## config.mk

```make
export PLATFORM = sky130hd
export DESIGN_NAME = i2c_rx_target
export DESIGN_NICKNAME = d
export VERILOG_FILES = /design/src/rtl/i2c_rx_pkg.sv /design/src/rtl/i2c_line_sync.sv /design/src/rtl/i2c_bus_events.sv /design/src/rtl/i2c_rx_target.sv
export SDC_FILE = /design/constraint.sdc
export NUM_CORES = 1
export LEC_CHECK = 0
export ABC_AREA = 1
export BUFFER_PORTS_ARGS = -buffer_cell sky130_fd_sc_hd__buf_4
export CAP_MARGIN = 25
export CORE_MARGIN = 4
export CORE_UTILIZATION = 50
export DETAILED_ROUTE_END_ITERATION = 10
export GPL_TIMING_DRIVEN = 0
export MAX_ROUTING_LAYER = met4
export PLACE_DENSITY = 0.76
export SLEW_MARGIN = 0
export SYNTH_ARGS = -nofsm -noshare
export SYNTH_HDL_FRONTEND = slang
export SYNTH_SLANG_ARGS = --single-unit
```

## constraint.sdc

```tcl
create_clock -name clk -period 1.6 [get_ports clk]
set_clock_uncertainty 0.2 [all_clocks]
set_input_delay 0.16 -clock clk [delete_from_list [all_inputs] [get_ports clk]]
set_output_delay 0.16 -clock clk [all_outputs]
set_load 0.01 [all_outputs]
```

## src/rtl/i2c_rx_pkg.sv

```systemverilog
package i2c_rx_pkg;
    localparam int unsigned BYTE_W = 8;
    localparam int unsigned ADDR_W = BYTE_W - 1;
    localparam int unsigned CNT_W  = $clog2(BYTE_W + 2);

    typedef enum logic [1:0] {
        ST_IDLE = 2'd0,
        ST_ADDR = 2'd1,
        ST_DATA = 2'd2,
        ST_SKIP = 2'd3
    } rx_phase_t;

    typedef struct packed {
        rx_phase_t         phase;
        logic [CNT_W-1:0]  bit_cnt;
        logic [BYTE_W-1:0] shreg;
        logic [BYTE_W-1:0] data;
        logic              full;
        logic              stop;
        logic              ack_lat;
        logic              scl_lo;
        logic              sda_lo;
    } rx_state_t;

    localparam rx_state_t RX_RESET = '{
        phase:   ST_IDLE,
        bit_cnt: '0,
        shreg:   '0,
        data:    '0,
        full:    1'b0,
        stop:    1'b0,
        ack_lat: 1'b0,
        scl_lo:  1'b0,
        sda_lo:  1'b0
    };
endpackage

```

## src/rtl/i2c_line_sync.sv

```systemverilog
module i2c_line_sync #(
    parameter int unsigned WIDTH  = 2,
    parameter int unsigned STAGES = 2
) (
    input  logic             clk,
    input  logic             rst_n,
    input  logic [WIDTH-1:0] raw_i,
    output logic [WIDTH-1:0] sync_o
);
    for (genvar g = 0; g < WIDTH; g++) begin : g_line
        logic [STAGES-1:0] chain_q;
        always_ff @(posedge clk or negedge rst_n) begin
            if (!rst_n) chain_q <= '1;
            else        chain_q <= {chain_q[STAGES-2:0], raw_i[g]};
        end
        assign sync_o[g] = chain_q[STAGES-1];
    end
endmodule

```

## src/rtl/i2c_bus_events.sv

```systemverilog
module i2c_bus_events (
    input  logic clk,
    input  logic rst_n,
    input  logic scl_i,
    input  logic sda_i,
    output logic scl_rise_o,
    output logic scl_fall_o,
    output logic start_o,
    output logic stop_o
);
    logic scl_p_q, sda_p_q;

    always_ff @(posedge clk or negedge rst_n) begin
        if (!rst_n) begin
            scl_p_q <= 1'b1;
            sda_p_q <= 1'b1;
        end else begin
            scl_p_q <= scl_i;
            sda_p_q <= sda_i;
        end
    end

    assign scl_rise_o = scl_i & ~scl_p_q;
    assign scl_fall_o = ~scl_i & scl_p_q;
    assign start_o    = scl_i & scl_p_q & sda_p_q & ~sda_i;
    assign stop_o     = scl_i & scl_p_q & ~sda_p_q & sda_i;
endmodule

```

## src/rtl/i2c_rx_target.sv

```systemverilog
module i2c_rx_target
    import i2c_rx_pkg::*;
#(
    parameter int unsigned SYNC_STAGES = 2
) (
    input  logic              clk,
    input  logic              rst_n,
    input  logic              rx_enable,
    input  logic [ADDR_W-1:0] own_addr,
    input  logic              ack_level,
    input  logic              rd_strobe,
    input  logic              stop_clear,
    input  logic              scl_in,
    input  logic              sda_in,
    output logic              scl_drive_low,
    output logic              sda_drive_low,
    output logic [BYTE_W-1:0] rx_data,
    output logic              rx_full,
    output logic              stop_seen
);
    localparam logic [CNT_W-1:0] CNT_ACK  = CNT_W'(BYTE_W);
    localparam logic [CNT_W-1:0] CNT_LAST = CNT_W'(BYTE_W + 1);

    logic [1:0] line_s;
    logic       scl_rise, scl_fall, bus_start, bus_stop;
    rx_state_t  st_d, st_q;

    i2c_line_sync #(.WIDTH(2), .STAGES(SYNC_STAGES)) u_sync (
        .clk    (clk),
        .rst_n  (rst_n),
        .raw_i  ({scl_in, sda_in}),
        .sync_o (line_s)
    );

    i2c_bus_events u_events (
        .clk        (clk),
        .rst_n      (rst_n),
        .scl_i      (line_s[1]),
        .sda_i      (line_s[0]),
        .scl_rise_o (scl_rise),
        .scl_fall_o (scl_fall),
        .start_o    (bus_start),
        .stop_o     (bus_stop)
    );

    always_comb begin
        st_d = st_q;

        // host side: read clears the flag and ends any stretch
        if (rd_strobe) begin
            st_d.full   = 1'b0;
            st_d.scl_lo = 1'b0;
        end
        if (stop_clear) st_d.stop = 1'b0;

        if (st_q.phase == ST_ADDR || st_q.phase == ST_DATA) begin
            if (scl_rise) begin
                if (st_q.bit_cnt < CNT_ACK) begin
                    st_d.shreg   = {st_q.shreg[BYTE_W-2:0], line_s[0]};
                    st_d.bit_cnt = st_q.bit_cnt + 1'b1;
                    if (st_q.bit_cnt == '0) st_d.ack_lat = ack_level;
                end else if (st_q.bit_cnt == CNT_ACK) begin
                    // ninth rising edge: hand the byte over (set beats clear)
                    st_d.data    = st_q.shreg;
                    st_d.full    = 1'b1;
                    st_d.bit_cnt = CNT_LAST;
                end
            end
            if (scl_fall) begin
                if (st_q.bit_cnt == CNT_ACK) begin
                    if (st_q.phase == ST_ADDR &&
                        (st_q.shreg[BYTE_W-1:1] != own_addr || st_q.shreg[0])) begin
                        st_d.phase = ST_SKIP;
                    end else begin
                        st_d.sda_lo = ~st_q.ack_lat;
                        st_d.scl_lo = st_q.full & ~rd_strobe;
                    end
                end else if (st_q.bit_cnt == CNT_LAST) begin
                    st_d.sda_lo  = 1'b0;
                    st_d.bit_cnt = '0;
                    st_d.phase   = ST_DATA;
                end
            end
        end

        if (bus_start) begin
            st_d.phase   = ST_ADDR;
            st_d.bit_cnt = '0;
            st_d.shreg   = '0;
            st_d.scl_lo  = 1'b0;
            st_d.sda_lo  = 1'b0;
        end
        if (bus_stop) begin
            st_d.phase   = ST_IDLE;
            st_d.bit_cnt = '0;
            st_d.scl_lo  = 1'b0;
            st_d.sda_lo  = 1'b0;
            st_d.stop    = 1'b1;
        end

        if (!rx_enable) st_d = RX_RESET;
    end

    always_ff @(posedge clk or negedge rst_n) begin
        if (!rst_n) st_q <= RX_RESET;
        else        st_q <= st_d;
    end

    assign scl_drive_low = st_q.scl_lo;
    assign sda_drive_low = st_q.sda_lo;
    assign rx_data       = st_q.data;
    assign rx_full       = st_q.full;
    assign stop_seen     = st_q.stop;
endmodule

```

==> results.cfg, run 1 <==
[worst_setup_path]
cp_data_required_time_ns = 1.63
cpPeakStageDelay_ns = 0.57
crit_path_end_kind = register
worst_r2r_endpoint = st_q[25]$_DFFE_PN0P_
timing.critical_path.max_delay_family = simple AND/OR/NAND/NOR gates
reg2reg_from = u_events.scl_p_q$_DFF_PN1_
crit_path_cell_trace = inv_4 -> nor2_4 -> nand4_1 -> nor2_2 -> nor2_2 -> nand2_2 -> nand2_2 -> nand2_1 -> nand2_1
cpMaxStageDelayCell = sky130_fd_sc_hd__dfstp_2
rrSetupSlack_ns = -0.08
r2r_cells = 9
critPathLaunchType = register
timing.critical_path.fanout_max = 4
path_buf_inv = 1
crit_type = register to register
arrival_ns = 1.71

[place]
post-place-cells = 279
dpl.hpwl_um = 2470
place_ws_ns = -0.138
routabilityCongestion = 0.855
portBuffers = 26

[timing]
timing.slew.headroom_pct = 72.3
post-route-period-util_pct = 105
timing_hold_violations_final = 0
setup_slack_ns = -0.0808
fmaxAchievable_mhz = 595
layout_min_cycle_time_ns = 1.68
tightestPinTransition_ns = 0.416
setup-violations-final = 15
timing.setup.tns_ns = -0.577
grt_setup_unrepaired = yes
drv_slew = 0

[logic_synthesis]
seq_area_frac_synth_pct = 48.8
synthesized_area_divided_by_synthesized_cell_count_um2 = 8.18
netlist_instances = 209
synth_area_leaders = sky130_fd_sc_hd__dfrtp_1 (40%), sky130_fd_sc_hd__nand2_1 (12%), sky130_fd_sc_hd__dfstp_2 (9.2%), sky130_fd_sc_hd__inv_1 (6.4%), sky130_fd_sc_hd__nand3_1 (3.8%)
synthesis.nets = 228
synthDominantCellAreaShare_pct = 39.5
dominant_combinational_cell_family_by_area_after_synthesis = simple AND/OR/NAND/NOR gates
synth-compound-area-share_pct = 11.1
netlist.top_cell.by_area = sky130_fd_sc_hd__dfrtp_1
yosys.area_share.simple_pct = 23.8
post_synth_instance_area_um2 = 1710
muxShareOfSynthArea_pct = 0.586
synth-seq-cells = 33
synth-warning-count = 0
post_synthesis_share_of_cell_area_spent_on_full_adders_half_adders_and_majority_gates_pct = 2.93
synth_cell_type_count = 25
synth_xor_xnor_area_share_pct = 0.512

[global_route]
overflow_left_after_global_routing = 0
grt_util_all_layers_pct = 20.5
grt_antenna_before_repair = 0
grt_first_pass_wirelength_um = 6640
first_global_vias = 1556
pin_count_of_the_biggest_net_entering_global_routing = 34

[cells_and_area]
layout.area.seq_um2 = 833
nets = 286
final_layout_size_suffix_gt1_share_pct = 42.2
stdcell_count = 312
filler_cell_count = 230
num_antenna_cells = 0
layout-area-overhead-vs-synth_pct = 41.1
multi_input_comb_area_um2 = 828

[power]
seqPwrFrac_pct = 50.6
share_clk_of_total_power_pct = 38.9
leakage_uw = 0.00116
power_density_nw_per_um2 = 704
internal_power_uw = 1300
total_switching_power_uw = 396
combPwrFrac_pct = 10.5
vdd_ir_drop_max_mv = 0.585
switching_share_pct = 23.3

[drt]
routedWlPerCell_um = 13.0
wl_um = 4050
drt.antenna.violating_nets = 0
dr_total_vias = 1570
drcViolationCount = 0
drt_pass1_iterations = 4
drt-vias-per-instance = 5.03
drt_iter0_markers = 106

[floorplan]
die-area_um2 = 4420
floorplan.die.height_um = 66.5
floorplan.initialDensity_pct = 54.2
fp.coreArea_um2 = 3150
num_io_pins = 27
placementRows = 20
chip_width_um = 66.5

[clock_network]
cts_root_cell = sky130_fd_sc_hd__clkbuf_4
worst_skew_pair.late_latency_ns = 0.34
cts-buffers-inserted = 5
tritoncts = built
cts_htree_levels = 2
clk_pin_slew_ns = 0.11
clockBufferDepth = 2
tritoncts_num_sinks = 33

[run_status]
failed_checks = setup timing
outcome = finished, violations left

[run]
max-cap-violations = 0

[hold_path]
hold_path.class = input port to async pin
## flip-flops by register name (all words and copies together), names as in the netlist
| name | flops |
|---|---|
| sda_drive_low | 1 |
| rx_full | 1 |
| st_q | 15 |
| u_events.sda_p_q | 1 |
| u_sync.g_line.chain_q | 4 |
| scl_drive_low | 1 |
| stop_seen | 1 |
| rx_data | 8 |
| u_events.scl_p_q | 1 |
## what timing repair did
action                     CTS  global route
setup endpoints to repair   23            25
gates resized for setup     14            25
cloned                       0             1
hold endpoints to repair    40             0
buffers inserted             7            10
pin swaps                    5            12
hold buffers                 7             0
## cells in the mapped netlist
library cell	instances
sky130_fd_sc_hd__nand3_2	2
sky130_fd_sc_hd__a21boi_0	1
sky130_fd_sc_hd__o21ai_1	12
sky130_fd_sc_hd__dfstp_2	6
sky130_fd_sc_hd__o32ai_1	4
sky130_fd_sc_hd__nand2_2	2
sky130_fd_sc_hd__inv_1	29
sky130_fd_sc_hd__nor2_4	3
sky130_fd_sc_hd__a21oi_1	7
sky130_fd_sc_hd__nand4_1	1
sky130_fd_sc_hd__dfrtp_1	27
sky130_fd_sc_hd__xor2_1	1
sky130_fd_sc_hd__inv_2	8
sky130_fd_sc_hd__nor2_1	12
sky130_fd_sc_hd__buf_4	8
sky130_fd_sc_hd__nand3_1	13
sky130_fd_sc_hd__o22ai_1	4
sky130_fd_sc_hd__mux2i_1	1
sky130_fd_sc_hd__nor2_2	2
sky130_fd_sc_hd__o21ai_0	4
sky130_fd_sc_hd__nor3_1	1
sky130_fd_sc_hd__o211ai_1	1
sky130_fd_sc_hd__buf_6	1
sky130_fd_sc_hd__nand2_1	55
sky130_fd_sc_hd__ha_1	4
## worst max-delay path by stage
stage,from,end,slack [ns],depth (start not counted)
2_1_floorplan,st_q[26]$_DFFE_PN0P_,st_q[25]$_DFFE_PN0P_,0.0008,10
3_3_place_gp,st_q[21]$_DFFE_PN0P_,st_q[21]$_DFFE_PN0P_,-0.13,6
3_5_place_dp,st_q[21]$_DFFE_PN0P_,st_q[21]$_DFFE_PN0P_,-0.14,6
4_1_cts,u_events.scl_p_q$_DFF_PN1_,st_q[26]$_DFFE_PN0P_,-0.07,9
5_1_grt,st_q[15]$_DFFE_PN0P_,st_q[25]$_DFFE_PN0P_,-0.19,12
6_report,u_events.scl_p_q$_DFF_PN1_,st_q[25]$_DFFE_PN0P_,-0.08,9
## power by group through the flow
| stage | logic (uW) | registers, uW | clock network [uW] |
|---|---|---|---|
| 6_report | 179 | 858 | 661 |
| 5_1_grt | 200 | 860 | 714 |
| 4_1_cts | 149 | 856 | 667 |
| 3_5_place_dp | 123 | 871 | 0 |
| 3_3_place_gp | 122 | 870 | 0 |
| 2_1_floorplan | 60.9 | 870 | 0 |
## routing by layer
metal | vias to the layer above | track usage (%) | part of all wire [%]
li1 | 770 | - | -
met1 | 750 | 22.6 | 40
met2 | 37 | 35.1 | 53
met3 | 13 | 6.07 | 4.3
met4 | 0 | 7.61 | 2.6
met5 | - | - | 0
## kinds of logic (layout without fill, tap and decap cells)
| kind of cell | after synthesis | count (layout) |
|---|---|---|
| simple gates | 91 | 91 |
| flops | 33 | 33 |
| buf+inv | 46 | 105 |
| compound gates | 33 | 33 |
| mux | 1 | 1 |
| fa+ha+maj | 4 | 4 |
| xor+xnor | 1 | 1 |
## area by class of cell
cell class,count,share of cell area (%)
Buffer,9,2.96
Clock buffer,7,2.28
Clock inverter,1,1.24
Inverter,37,5.86
Multi-Input combinational cell,130,34.3
Sequential cell,33,34.5
Tap cell,44,2.28
Timing Repair Buffer,51,16.5
## through the flow
| stage | hold slack (ns) | util [%] | total power (uW) | instance area, um2 |
|---|---|---|---|---|
| final | 0.101 | 76.5 | 1700 | 2410 |
| after global routing | 0.130 | 76.5 | 1770 | 2410 |
| after CTS | 0.0954 | 70.7 | 1670 | 2230 |
| after detailed placement | -0.0757 | 62.2 | 994 | 1960 |
| after global placement | -0.0767 | 62.2 | 992 | 1960 |
| after floorplan | -0.336 | - | 931 | 1710 |
## cell usage in the layout, fill, tap and decap left out, types with 4 or more instances in the layout
master                          instances
sky130_fd_sc_hd__nand2_1               51
sky130_fd_sc_hd__buf_4                 51
sky130_fd_sc_hd__dfrtp_1               27
sky130_fd_sc_hd__inv_1                 22
sky130_fd_sc_hd__inv_2                 14
sky130_fd_sc_hd__nand3_1               10
sky130_fd_sc_hd__o21ai_1                9
sky130_fd_sc_hd__nor2_1                 8
sky130_fd_sc_hd__dlygate4sd3_1          7
sky130_fd_sc_hd__a21oi_1                6
sky130_fd_sc_hd__dfstp_2                6
sky130_fd_sc_hd__nand2_2                5
sky130_fd_sc_hd__nor2_4                 5
sky130_fd_sc_hd__clkbuf_4               5
sky130_fd_sc_hd__nor2_2                 4
sky130_fd_sc_hd__o21ai_0                4
sky130_fd_sc_hd__o32ai_2                4
No activity file was read; power rests on OpenSTA's default activity.
==> run 2: changes to the inputs <==
CORE_ASPECT_RATIO = 0.8   (was default)
SKIP_CTS_REPAIR_TIMING = 1   (was default)
==> run 2 against run 1 <==
Effect of this change: the run ends with hold timing, setup timing left; global-route usage down 2.0 points; first-iteration DRC count down 43%; count of clock-buffer cells in the layout down 1; core utilization down 3.7 points; final cell count down 4.2%; power down 3.9%.
==> results.cfg, run 2 (same netlist as run 1, synthesis figures left out) <==
[run_status]
outcome = finished, violations left
failed_checks = hold timing, setup timing

[worst_setup_path]
critPathLaunchType = register
cpMaxStageDelayCell = sky130_fd_sc_hd__dfstp_2
crit_path_end_kind = register
cp_data_required_time_ns = 1.55
arrival_ns = 1.64
timing.critical_path.fanout_max = 3
crit_type = register to register
r2r_cells = 5
crit_path_cell_trace = inv_2 -> nor2_4 -> nand4_1 -> o211ai_1 -> o22ai_1
cpPeakStageDelay_ns = 0.54

[timing]
layout_min_cycle_time_ns = 1.69
timing.setup.tns_ns = -0.897
fmaxAchievable_mhz = 591
hold-worst-slack_ns = -0.0155
post-route-period-util_pct = 106
timing.slew.headroom_pct = 72.2
timing_hold_violations_final = 1
tightestPinTransition_ns = 0.417
setup_slack_ns = -0.0930
grt_setup_unrepaired = yes
drv_slew = 0
setup-violations-final = 22

[hold_path]
worst_hold_path.num_cells = 3
hold_path.class = input port to register

[clock_network]
tritoncts = built
cts-buffers-inserted = 5
cts_root_cell = sky130_fd_sc_hd__clkbuf_8
clockBufferDepth = 2
worst_skew_pair.late_latency_ns = 0.29
tritoncts_num_sinks = 33
cts_htree_levels = 2
clk_pin_slew_ns = 0.06

[cells_and_area]
num_antenna_cells = 0
multi_input_comb_area_um2 = 793
layout.area.seq_um2 = 835
layout-area-overhead-vs-synth_pct = 35.2
final_layout_size_suffix_gt1_share_pct = 39.4
nets = 277
stdcell_count = 299
layout_common_cells = sky130_fd_sc_hd__nand2_1 (51), sky130_fd_sc_hd__buf_4 (42), sky130_fd_sc_hd__dfrtp_1 (26)
filler_cell_count = 234
leading_cell_type_in_the_layout_fill_and_taps_excluded = sky130_fd_sc_hd__nand2_1
stdcell_area_um2 = 2310
largest_register_ffs = 15
top_register = st_q

[power]
total_switching_power_uw = 406
combPwrFrac_pct = 10.5
internal_power_uw = 1230
seqPwrFrac_pct = 52.6
leakage_uw = 0.00112
post-layout-total-power_uw = 1630
vdd_ir_drop_max_mv = 0.574
share_clk_of_total_power_pct = 37.0
power_density_nw_per_um2 = 706
switching_share_pct = 24.9

[floorplan]
floorplan.initialDensity_pct = 53.8
chip_width_um = 73.4
placementRows = 18
die-area_um2 = 4420
fp.coreArea_um2 = 3180
num_io_pins = 27
floorplan.die.height_um = 60.3

[global_route]
grt_first_pass_wirelength_um = 5910
pin_count_of_the_biggest_net_entering_global_routing = 34
grt_util_all_layers_pct = 18.5
overflow_left_after_global_routing = 0
first_global_vias = 1349
grt_antenna_before_repair = 0

[place]
portBuffers = 26
dpl.hpwl_um = 2580
place_ws_ns = -0.159
placed_instance_area_um2 = 1960
routabilityCongestion = 0.881
post-place-cells = 275

[drt]
drt_pass1_iterations = 4
dr_total_vias = 1459
drt.antenna.violating_nets = 0
wl_um = 3920
drcViolationCount = 0
routedWlPerCell_um = 13.1
drt_iter0_markers = 60
drt-vias-per-instance = 4.88

[run]
max-cap-violations = 0
run 2: cell count changes in the layout (fill, tap and decap cells not counted), moves of 2 or more:
cell                       previous run  this run
sky130_fd_sc_hd__nand3_4              3         0
sky130_fd_sc_hd__clkinv_2             0         2
sky130_fd_sc_hd__clkbuf_4             5         0
sky130_fd_sc_hd__o21ai_2              2         4
sky130_fd_sc_hd__o22ai_1              2         4
sky130_fd_sc_hd__o22ai_2              2         0
sky130_fd_sc_hd__nand3_2              2         5
sky130_fd_sc_hd__clkbuf_8             1         5
sky130_fd_sc_hd__buf_4               51        42
run 2: critical path: cells and delay by family, from the launching register on:
family,cells,cell delay (ns)
AND/OR/NAND/NOR,2,0.26
buffers and inverters,1,0.06
flip-flops,1,0.54
AO/OA/AOI/OAI,2,0.51
run 2: layout make-up:
class	instances	share of cell area [%]
clock inverters	2	0.433
clock buffers	6	3.14
inverters	37	6.01
multi-input cells	130	34.3
repair buffers	42	14.6
well taps	40	2.17
flip-flops and latches	33	36.1
plain buffers	9	3.25
run 2: final timing paths:
| check | start | to | slack, ns |
|---|---|---|---|
| worst min register to register | u_sync.g_line[0].chain_q[0]$_DFF_PN1_ | u_sync.g_line[0].chain_q[1]$_DFF_PN1_ | 0.16 |
| worst max register to register | u_events.scl_p_q$_DFF_PN1_ | st_q[23]$_DFFE_PN0P_ | -0.09 |
| worst min-delay path | rx_enable | st_q[2]$_DFFE_PN0P_ | -0.02 |
| min in group asynchronous | rst_n | rx_data[1]$_DFFE_PN0P_ | 0.15 |
| worst max-delay path | u_events.scl_p_q$_DFF_PN1_ | st_q[23]$_DFFE_PN0P_ | -0.09 |
| max in group asynchronous | rst_n | u_events.sda_p_q$_DFF_PN1_ | 0.73 |
run 2: layer usage:
layer	wire (um)	track usage [%]	vias to the layer above
met1	1880	24.6	669
met4	48	7.75	0
met5	0	-	-
li1	-	-	756
met2	1810	26.8	29
met3	177	5.04	5
run 2: power groups by stage:
stage | clock network [uW] | registers, uW | logic [uW]
detailed placement | 0 | 871 | 123
floorplan | 0 | 870 | 60.9
global placement | 0 | 870 | 122
global route | 656 | 858 | 189
finish | 603 | 857 | 170
CTS | 612 | 856 | 124
run 2: per-stage QoR:
stage	utilization [%]	hold slack, ns
2_1_floorplan	-	-0.336
3_3_place_gp	61.6	-0.0737
3_5_place_dp	61.6	-0.0749
4_1_cts	64.2	-0.384
5_1_grt	72.8	0.0145
6_report	72.8	-0.0155
